===== config.mk =====
export PLATFORM = sky130hd
export DESIGN_NAME = tpg_color_regs
export DESIGN_NICKNAME = d
export VERILOG_FILES = /design/src/rtl/tpg_color_regs.sv
export SDC_FILE = /design/constraint.sdc
export NUM_CORES = 1
export LEC_CHECK = 0
export BUFFER_PORTS_ARGS = -buffer_cell sky130_fd_sc_hd__buf_4
export CORE_UTILIZATION = 50
export CTS_CLUSTER_SIZE = 12
export DETAILED_ROUTE_END_ITERATION = 8
export GPL_TIMING_DRIVEN = 0
export MAX_ROUTING_LAYER = met4
export PLACE_DENSITY_LB_ADDON = 0.3
export SLEW_MARGIN = 20
export SYNTH_ARGS = -nofsm -noshare
export SYNTH_HDL_FRONTEND = slang
export SYNTH_SLANG_ARGS = --single-unit

===== constraint.sdc =====
create_clock -name clk -period 2.3 [get_ports clk]
set_clock_uncertainty 0.2 [all_clocks]
set_input_delay 0.46 -clock clk [delete_from_list [all_inputs] [get_ports clk]]
set_output_delay 0.46 -clock clk [all_outputs]
set_load 0.05 [all_outputs]

===== src/rtl/tpg_color_regs.sv =====
// Six bar-color components loaded through a mask-plus-data port.
// A write stores its data into the components selected by the mask of the
// previous write, then remembers its own mask. Only the upper bits of the
// data are kept; the low ZERO_LSB bits read as zero.
module tpg_color_regs #(
    parameter int NCOMP    = 6,
    parameter int DATA_W   = 16,
    parameter int ZERO_LSB = 6
) (
    input  logic              clk,
    input  logic              rst_n,
    input  logic              wr_en,
    input  logic [NCOMP-1:0]  wr_mask,
    input  logic [DATA_W-1:0] wr_data,
    output logic [DATA_W-1:0] comps [NCOMP],
    output logic [NCOMP-1:0]  pend_mask
);
    localparam int KEEP_W = DATA_W - ZERO_LSB;

    // Pending mask: remembers where the next data word goes
    always_ff @(posedge clk) begin
        if (!rst_n)     pend_mask <= '0;
        else if (wr_en) pend_mask <= wr_mask;
    end

    for (genvar i = 0; i < NCOMP; i++) begin : g_comp
        logic [KEEP_W-1:0] kept;
        // Component storage: only the significant upper bits
        always_ff @(posedge clk) begin
            if (!rst_n)                    kept <= '0;
            else if (wr_en && pend_mask[i]) kept <= wr_data[DATA_W-1:ZERO_LSB];
        end
        assign comps[i] = {kept, {ZERO_LSB{1'b0}}};
    end
endmodule


==> key figures, run 1 <==
Synth
  • Avg Cell Area, Syn: 10.5 sq um
  • Number of synthesis warnings: 0
  • Netlist Area Pre-Place: 0.00275 sq mm
  • Synth Flop Type: dfxtp_1
  • Top-area cell type share of the netlist area: 48.1%
  • Flip-flop and latch count after synthesis: 66
  • Top post-synthesis cells by count: nand2_1 (70), dfxtp_1 (66), mux2i_1 (66), buf_4 (37)
  • Count leader, synth: nand2_1
  • Seq/Total Area, Yosys: 48.1%
  • Distinct cells, synth: 11
  • Area leader, netlist: dfxtp_1
  • Post-Synthesis Cells: 261
  • EDFF count, synth: 0
  • Async set or reset register ratio after synthesis: 0%
  • Largest cells by area after synthesis: dfxtp_1 (48%), mux2i_1 (24%), buf_4 (10%)

Drt
  • DRC viols: 0
  • Via count: 2101
  • Average wire per standard cell: 13.5 microns
  • DR pass1 iterations: 4
  • Antenna-violating nets left: 0
  • DR vias/cell: 4.53
  • WL final: 6260 microns
  • 1st-iter DRT viols: 62

Power and ir drop
  • Pleak: 2.12 nW
  • Max VDD drop: 0.000490 V
  • Cell Pwr Density: 736 mW/mm^2

Cells and area
  • Share of cells above drive strength 1: 37.6%
  • Final Util: 73.1%
  • Multi-input logic area: 0.00122 sq mm
  • Nets: 414
  • Fill count: 412
  • Diode count: 0
  • Area grow syn2layout: 38.5%
  • Sequential standard cell area: 0.00132 sq mm

Floorplanning
  • I/O pin total: 127
  • Initial Util: 52.8%
  • Total core area: 0.00520 sq mm
  • Die area: 0.00580 sq mm
  • FP Rows: 26
  • Die Wd: 76.1 microns
  • Die Ht: 76.1 microns

Clock tree
  • CTS tree: built
  • Max clock buf depth: 2
  • CTS Sinks: 66
  • # H-tree levels: 3
  • Worst-skew pair later-pin latency: 0.34 ns
  • # hold bufs at CTS: 0
  • Postcts setup bufs: 0
  • Total CTS buffers: 9
  • Post-CTS sizing: 0
  • Clock Tree Root: clkbuf_8
  • Worst-path clk slew: 0.07 ns

GRT
  • First-pass GRT wire length: 10000 microns
  • Vias in the first global route: 1996
  • Initial antenna violation count: 0
  • GRT Util Overall: 23.2%
  • GR Overflow Total: 0
  • Largest net degree at the start of global routing: 12

Run status
  • Outcome: finished, final reports clean

Worst setup path
  • Critical path arrival: 1.06 ns
  • CP max stage cell: dfxtp_1
  • Top Family by Delay on Critical Path: flip-flops
  • Crit-path cells: buf_4
  • Worst Path Buf+Inv: 1
  • Worst setup EP type: output port
  • Critical Path Source Type: register
  • Worst path required time: 1.64 ns
  • CP Class: register to output port
  • Peak fanout along the critical path: 3
  • Worst path max stage delay: 0.46 ns

Place
  • Gpl congestion: 0.700
  • Port bufs: 82
  • DP HPWL: 4510 microns

STA
  • FMAX: 0.582 GHz
  • Final critical-path required period: 1.72 ns
  • Hold_ws: 0.182 ns
  • RSZ-0062 raised after global routing: no
  • Final-report hold violation count: 0
  • Final setup violating endpoints: 0
  • Fin. max-slew vios: 0
  • Final Cycle Share: 74.7%
  • Setup_tns: 0 ns

Worst hold path
  • Hold Crit Class: primary input to register

Flow run
  • Max-Cap Viols: 0
## per-stage QoR
stage	total power [mW]	setup slack (ns)	cell area [sq um]	instances
2_1_floorplan	1.65	0.922	2880	296
3_3_place_gp	1.76	0.955	3580	448
3_5_place_dp	1.76	0.924	3580	448
4_1_cts	2.81	0.574	3810	464
5_1_grt	2.88	0.535	3810	464
6_report	2.80	0.583	3810	464
## state kept, by name (all words and copies together), names as in the netlist
| signal | count |
|---|---|
| g_comp.kept | 60 |
| pend_mask | 6 |
## cells by family after synthesis
group,count (synthesis),synth area share [%]
AND/OR/NAND/NOR,82,15.3
multiplexers,66,24.0
flip-flops,66,48.1
buffers and inverters,46,12.4
other,1,0.136
## per-layer routing
| layer | part of all wire [%] | track usage [%] | up-vias |
|---|---|---|---|
| li1 | - | - | 1035 |
| met1 | 41 | 25.5 | 982 |
| met5 | 0 | - | - |
| met2 | 51 | 39.5 | 77 |
| met3 | 7.6 | 8.14 | 7 |
| met4 | 0.94 | 7.50 | 0 |
## placed cells by master, fill, tap and decap left out, drive strengths merged
cell / n
buf: 126
clkbuf: 15
mux2i: 66
conb: 36
dfxtp: 66
clkinvlp: 2
nand2: 76
nor2b: 6
bufinv: 1
## report_power, final
part / switching, mW / total (mW) / internal [mW]
combinational: 0.371 / 0.531 / 0.160
clock: 0.441 / 1.06 / 0.619
sequential: 0.0288 / 1.21 / 1.18
total: 0.841 / 2.80 / 1.96
## worst paths after layout
| path | from | end | slack, ns | cells past startpoint |
|---|---|---|---|---|
| worst max register to register | pend_mask[5] | g_comp[5].kept[0] | 1.22 | 2 |
| worst min-delay path | wr_mask[2] | pend_mask[2] | 0.18 | 3 |
| worst min register to register | g_comp[4].kept[2] | g_comp[4].kept[2] | 0.26 | 2 |
| worst max-delay path | pend_mask[2] | pend_mask[2] | 0.58 | 1 |
## final cells by class
class,count,share of cell area [%]
Sequential cell,66,34.7
Multi-Input combinational cell,184,32.0
Timing Repair Buffer,82,16.2
Buffer,46,8.97
Clock buffer,13,4.70
Tap cell,70,2.30
Clock inverter,3,1.18
Power figures use the tool's default switching activity.
==> inputs of run 2 (changes only) <==
--- a/config.mk
+++ b/config.mk
@@ -5,8 +5,9 @@
 export SDC_FILE = /design/constraint.sdc
 export NUM_CORES = 1
 export LEC_CHECK = 0
+export ABC_AREA = 1
 export BUFFER_PORTS_ARGS = -buffer_cell sky130_fd_sc_hd__buf_4
-export CORE_UTILIZATION = 50
+export CORE_UTILIZATION = 47
 export CTS_CLUSTER_SIZE = 12
 export DETAILED_ROUTE_END_ITERATION = 8
 export GPL_TIMING_DRIVEN = 0
==> constraint.sdc (replaced) <==
create_clock -name clk -period 1.8 [get_ports clk]
set_clock_uncertainty 0.2 [all_clocks]
set_input_delay 0.36 -clock clk [delete_from_list [all_inputs] [get_ports clk]]
set_output_delay 0.36 -clock clk [all_outputs]
set_load 0.05 [all_outputs]
==> key figures, run 2 <==
Place
  • Port bufs: 83 (+1.2%)
  • Post-DP Area: 0.00382 sq mm (+6.6%)
  • Gpl congestion: 0.782 (+12%)
  • DP HPWL: 5250 microns (+16%)

Worst setup path
  • Critical path arrival: 0.97 ns (-0.09 ns)
  • Worst path required time: 1.24 ns (-0.40 ns)
  • Critical Path Source Type: register
  • Crit-path cells: buf_4
  • CP Class: register to output port
  • Worst path max stage delay: 0.40 ns (-0.06 ns)
  • Top Family by Delay on Critical Path: flip-flops
  • CP max stage cell: dfxtp_1
  • Worst setup EP type: output port
  • Worst Path Buf+Inv: 1 (unchanged)
  • Peak fanout along the critical path: 3 (unchanged)

Synth
  • Async set or reset register ratio after synthesis: 0% (unchanged)
  • Simple-Gate Fraction of Synth Area: 33.4% (+18 points)
  • Synth Flop Type: dfxtp_1
  • Largest cells by area after synthesis: dfxtp_1 (45%), nor2_1 (17%), nand2_1 (16%)
  • Synth Area in Adders: 0% (unchanged)
  • Netlist Area Pre-Place: 0.00297 sq mm (+8.1%)
  • Largest family of logic cells by synthesized area: simple AND/OR/NAND/NOR gates
  • Distinct cells, synth: 11 (unchanged)
  • Mux cell area share after synthesis: 0% (-24 points)
  • Top-area cell type share of the netlist area: 44.5% (-3.6 points)
  • Post-synthesis compound-gate area fraction: 1.01% (+1.0 points)
  • Number of synthesis warnings: 0 (unchanged)
  • Flip-flop and latch count after synthesis: 66 (unchanged)
  • Count leader, synth: nor2_1
  • Area share of xor/xnor cells in the synthesized design: 0% (unchanged)
  • Top post-synthesis cells by count: nor2_1 (132), nand2_1 (123), dfxtp_1 (66), inv_1 (61), buf_4 (36)
  • Area leader, netlist: dfxtp_1
  • Avg Cell Area, Syn: 6.63 sq um (-37%)
  • EDFF count, synth: 0 (unchanged)
  • Post-Synthesis Cells: 448 (+72%)
  • Seq/Total Area, Yosys: 44.5% (-3.6 points)

Clock tree
  • CTS Sinks: 66 (unchanged)
  • # H-tree levels: 3 (unchanged)
  • Postcts setup bufs: 0 (unchanged)
  • Worst-skew pair later-pin latency: 0.35 ns (about the same)
  • # hold bufs at CTS: 0 (unchanged)
  • CTS tree: built
  • Total CTS buffers: 9 (unchanged)
  • Worst-path clk slew: 0.08 ns (about the same)
  • Max clock buf depth: 2 (unchanged)
  • Post-CTS sizing: 0 (unchanged)
  • Clock Tree Root: clkbuf_8

Drt
  • DRC viols: 0 (unchanged)
  • WL final: 7490 microns (+20%)
  • DR vias/cell: 4.21 (-7.0%)
  • Antenna-violating nets left: 0 (unchanged)
  • Average wire per standard cell: 11.4 microns (-15%)
  • 1st-iter DRT viols: 168 (+170%)
  • DR pass1 iterations: 4 (unchanged)
  • Via count: 2767 (+32%)

Cells and area
  • Commonest non-fill, non-tap cell in the layout: nor2_1
  • Nets: 602 (+45%)
  • Fill count: 553 (+34%)
  • Top reg by flops: g_comp.kept
  • Area grow syn2layout: 35.4%
  • Largest registers: g_comp.kept: 60 flops, pend_mask: 6 flops
  • Finished Cell Area: 0.00402 sq mm (+5.7%)
  • Most frequent cells in the layout: nor2_1 (132), nand2_1 (123), buf_4 (119), dfxtp_1 (66), inv_1 (61)
  • Diode count: 0 (unchanged)
  • Number of flip-flops in the largest register: 60 (unchanged)
  • Share of cells above drive strength 1: 27.0% (-11 points)

Floorplanning
  • FP Rows: 28 (+7.7%)
  • Die Wd: 81.5 microns (+7.0%)
  • Die Ht: 81.5 microns (+7.0%)
  • Total core area: 0.00599 sq mm (+15%)
  • Initial Util: 49.6% (-3.2 points)
  • Die area: 0.00664 sq mm (+15%)
  • I/O pin total: 127 (unchanged)

STA
  • Final Cycle Share: 84.8%
  • FMAX: 0.655 GHz
  • Hold_ws: 0.0373 ns (-0.145 ns)
  • Setup_tns: 0 ns (unchanged)
  • Final-report hold violation count: 0 (unchanged)
  • RSZ-0062 raised after global routing: no
  • Final critical-path required period: 1.53 ns
  • Final setup violating endpoints: 0 (unchanged)
  • Fin. max-slew vios: 0 (unchanged)

Flow run
  • Max-Cap Viols: 0 (unchanged)

Worst hold path
  • Hold Crit Class: primary input to register

GRT
  • Vias in the first global route: 2453 (+23%)
  • GRT Util Overall: 24.5% (+1.2 points)
  • First-pass GRT wire length: 11400 microns (+14%)
  • Largest net degree at the start of global routing: 12 (unchanged)
  • Initial antenna violation count: 0 (unchanged)
  • GR Overflow Total: 0 (unchanged)

Power and ir drop
  • Share of power burned in registers: 41.4% (-1.8 points)
  • Clk pwr share: 33.2% (-4.7 points)
  • Switching pwr: 1.33 mW (+58%)
  • Net Sw Frac: 34.5% (+4.4 points)
  • Cell Pwr Density: 961 mW/mm^2 (+31%)
  • Max VDD drop: 0.000741 V (+51%)
  • Pleak: 2.40 nW (+13%)
  • Gate power share: 25.4% (+6.4 points)
  • Internal Pwr Total: 2.53 mW (+29%)

Run status
  • Outcome: finished, final reports clean
run 2: cell count changes after synthesis, sizes merged, moves of 6 or more:
cell | previous run | this run
nor2 | 0 | 132
mux2i | 66 | 0
inv | 0 | 61
nand2 | 76 | 126
buf | 44 | 55
nor2b | 6 | 0
o21ai | 0 | 6
run 2: cells by family after synthesis:
family | count (synthesis)
other | 1
DFF | 66
and+or+nand+nor | 258
AOI/OAI and AO/OA | 6
buffers and inverters | 117
run 2: worst paths after layout:
check,from,to,slack [ns],depth (start not counted)
worst min register to register,g_comp[0].kept[7],g_comp[0].kept[7],0.32,4
worst min-delay path,wr_mask[4],pend_mask[4],0.04,3
worst max-delay path,pend_mask[1],pend_mask[1],0.27,1
worst max register to register,pend_mask[5],g_comp[5].kept[2],0.66,5
run 2: cell type report:
class | count | area, sq um | share of cell area [%]
timing repair buffer | 83 | 623 | 15.5
multi-input combinational | 300 | 1160 | 28.7
sequential | 66 | 1320 | 32.9
inverter | 61 | 229 | 5.69
clock buffer | 11 | 151 | 3.76
clock inverter | 5 | 52.6 | 1.31
buffer | 56 | 394 | 9.80
tap | 75 | 93.8 | 2.33
run 2: through the flow:
step           setup slack, ns  util (%)  instances  total power [mW]
3_5_place_dp             0.453      63.7        641              2.61
5_1_grt                  0.231      67.1        657              4.01
6_report                 0.273      67.1        657              3.86
4_1_cts                  0.265      67.1        657              3.86
2_1_floorplan            0.447         -        483              2.36
3_3_place_gp             0.485      63.7        641              2.59
run 2: worst reg2reg max path, delay by kind of cell, from the launching register on:
family	cells	cell delay, ns
flops	1	0.36
buf+inv	1	0.19
simple gates	4	0.33
run 2: power groups by stage:
stage          registers (mW)  clock network (mW)  logic, mW
4_1_cts                  1.60                1.28      0.981
3_3_place_gp             1.63                   0      0.965
5_1_grt                  1.61                1.35       1.06
2_1_floorplan            1.92                   0      0.435
3_5_place_dp             1.63                   0      0.977
6_report                 1.60                1.28      0.983
run 2: routing by layer:
metal | wire length [microns] | GRT usage (%) | up-vias | part of all wire (%)
met5 | 0 | - | - | 0
met2 | 3740 | 39.4 | 88 | 50
met4 | 195 | 12.7 | 0 | 2.6
met3 | 470 | 4.67 | 14 | 6.3
li1 | - | - | 1462 | -
met1 | 3080 | 29.0 | 1203 | 41
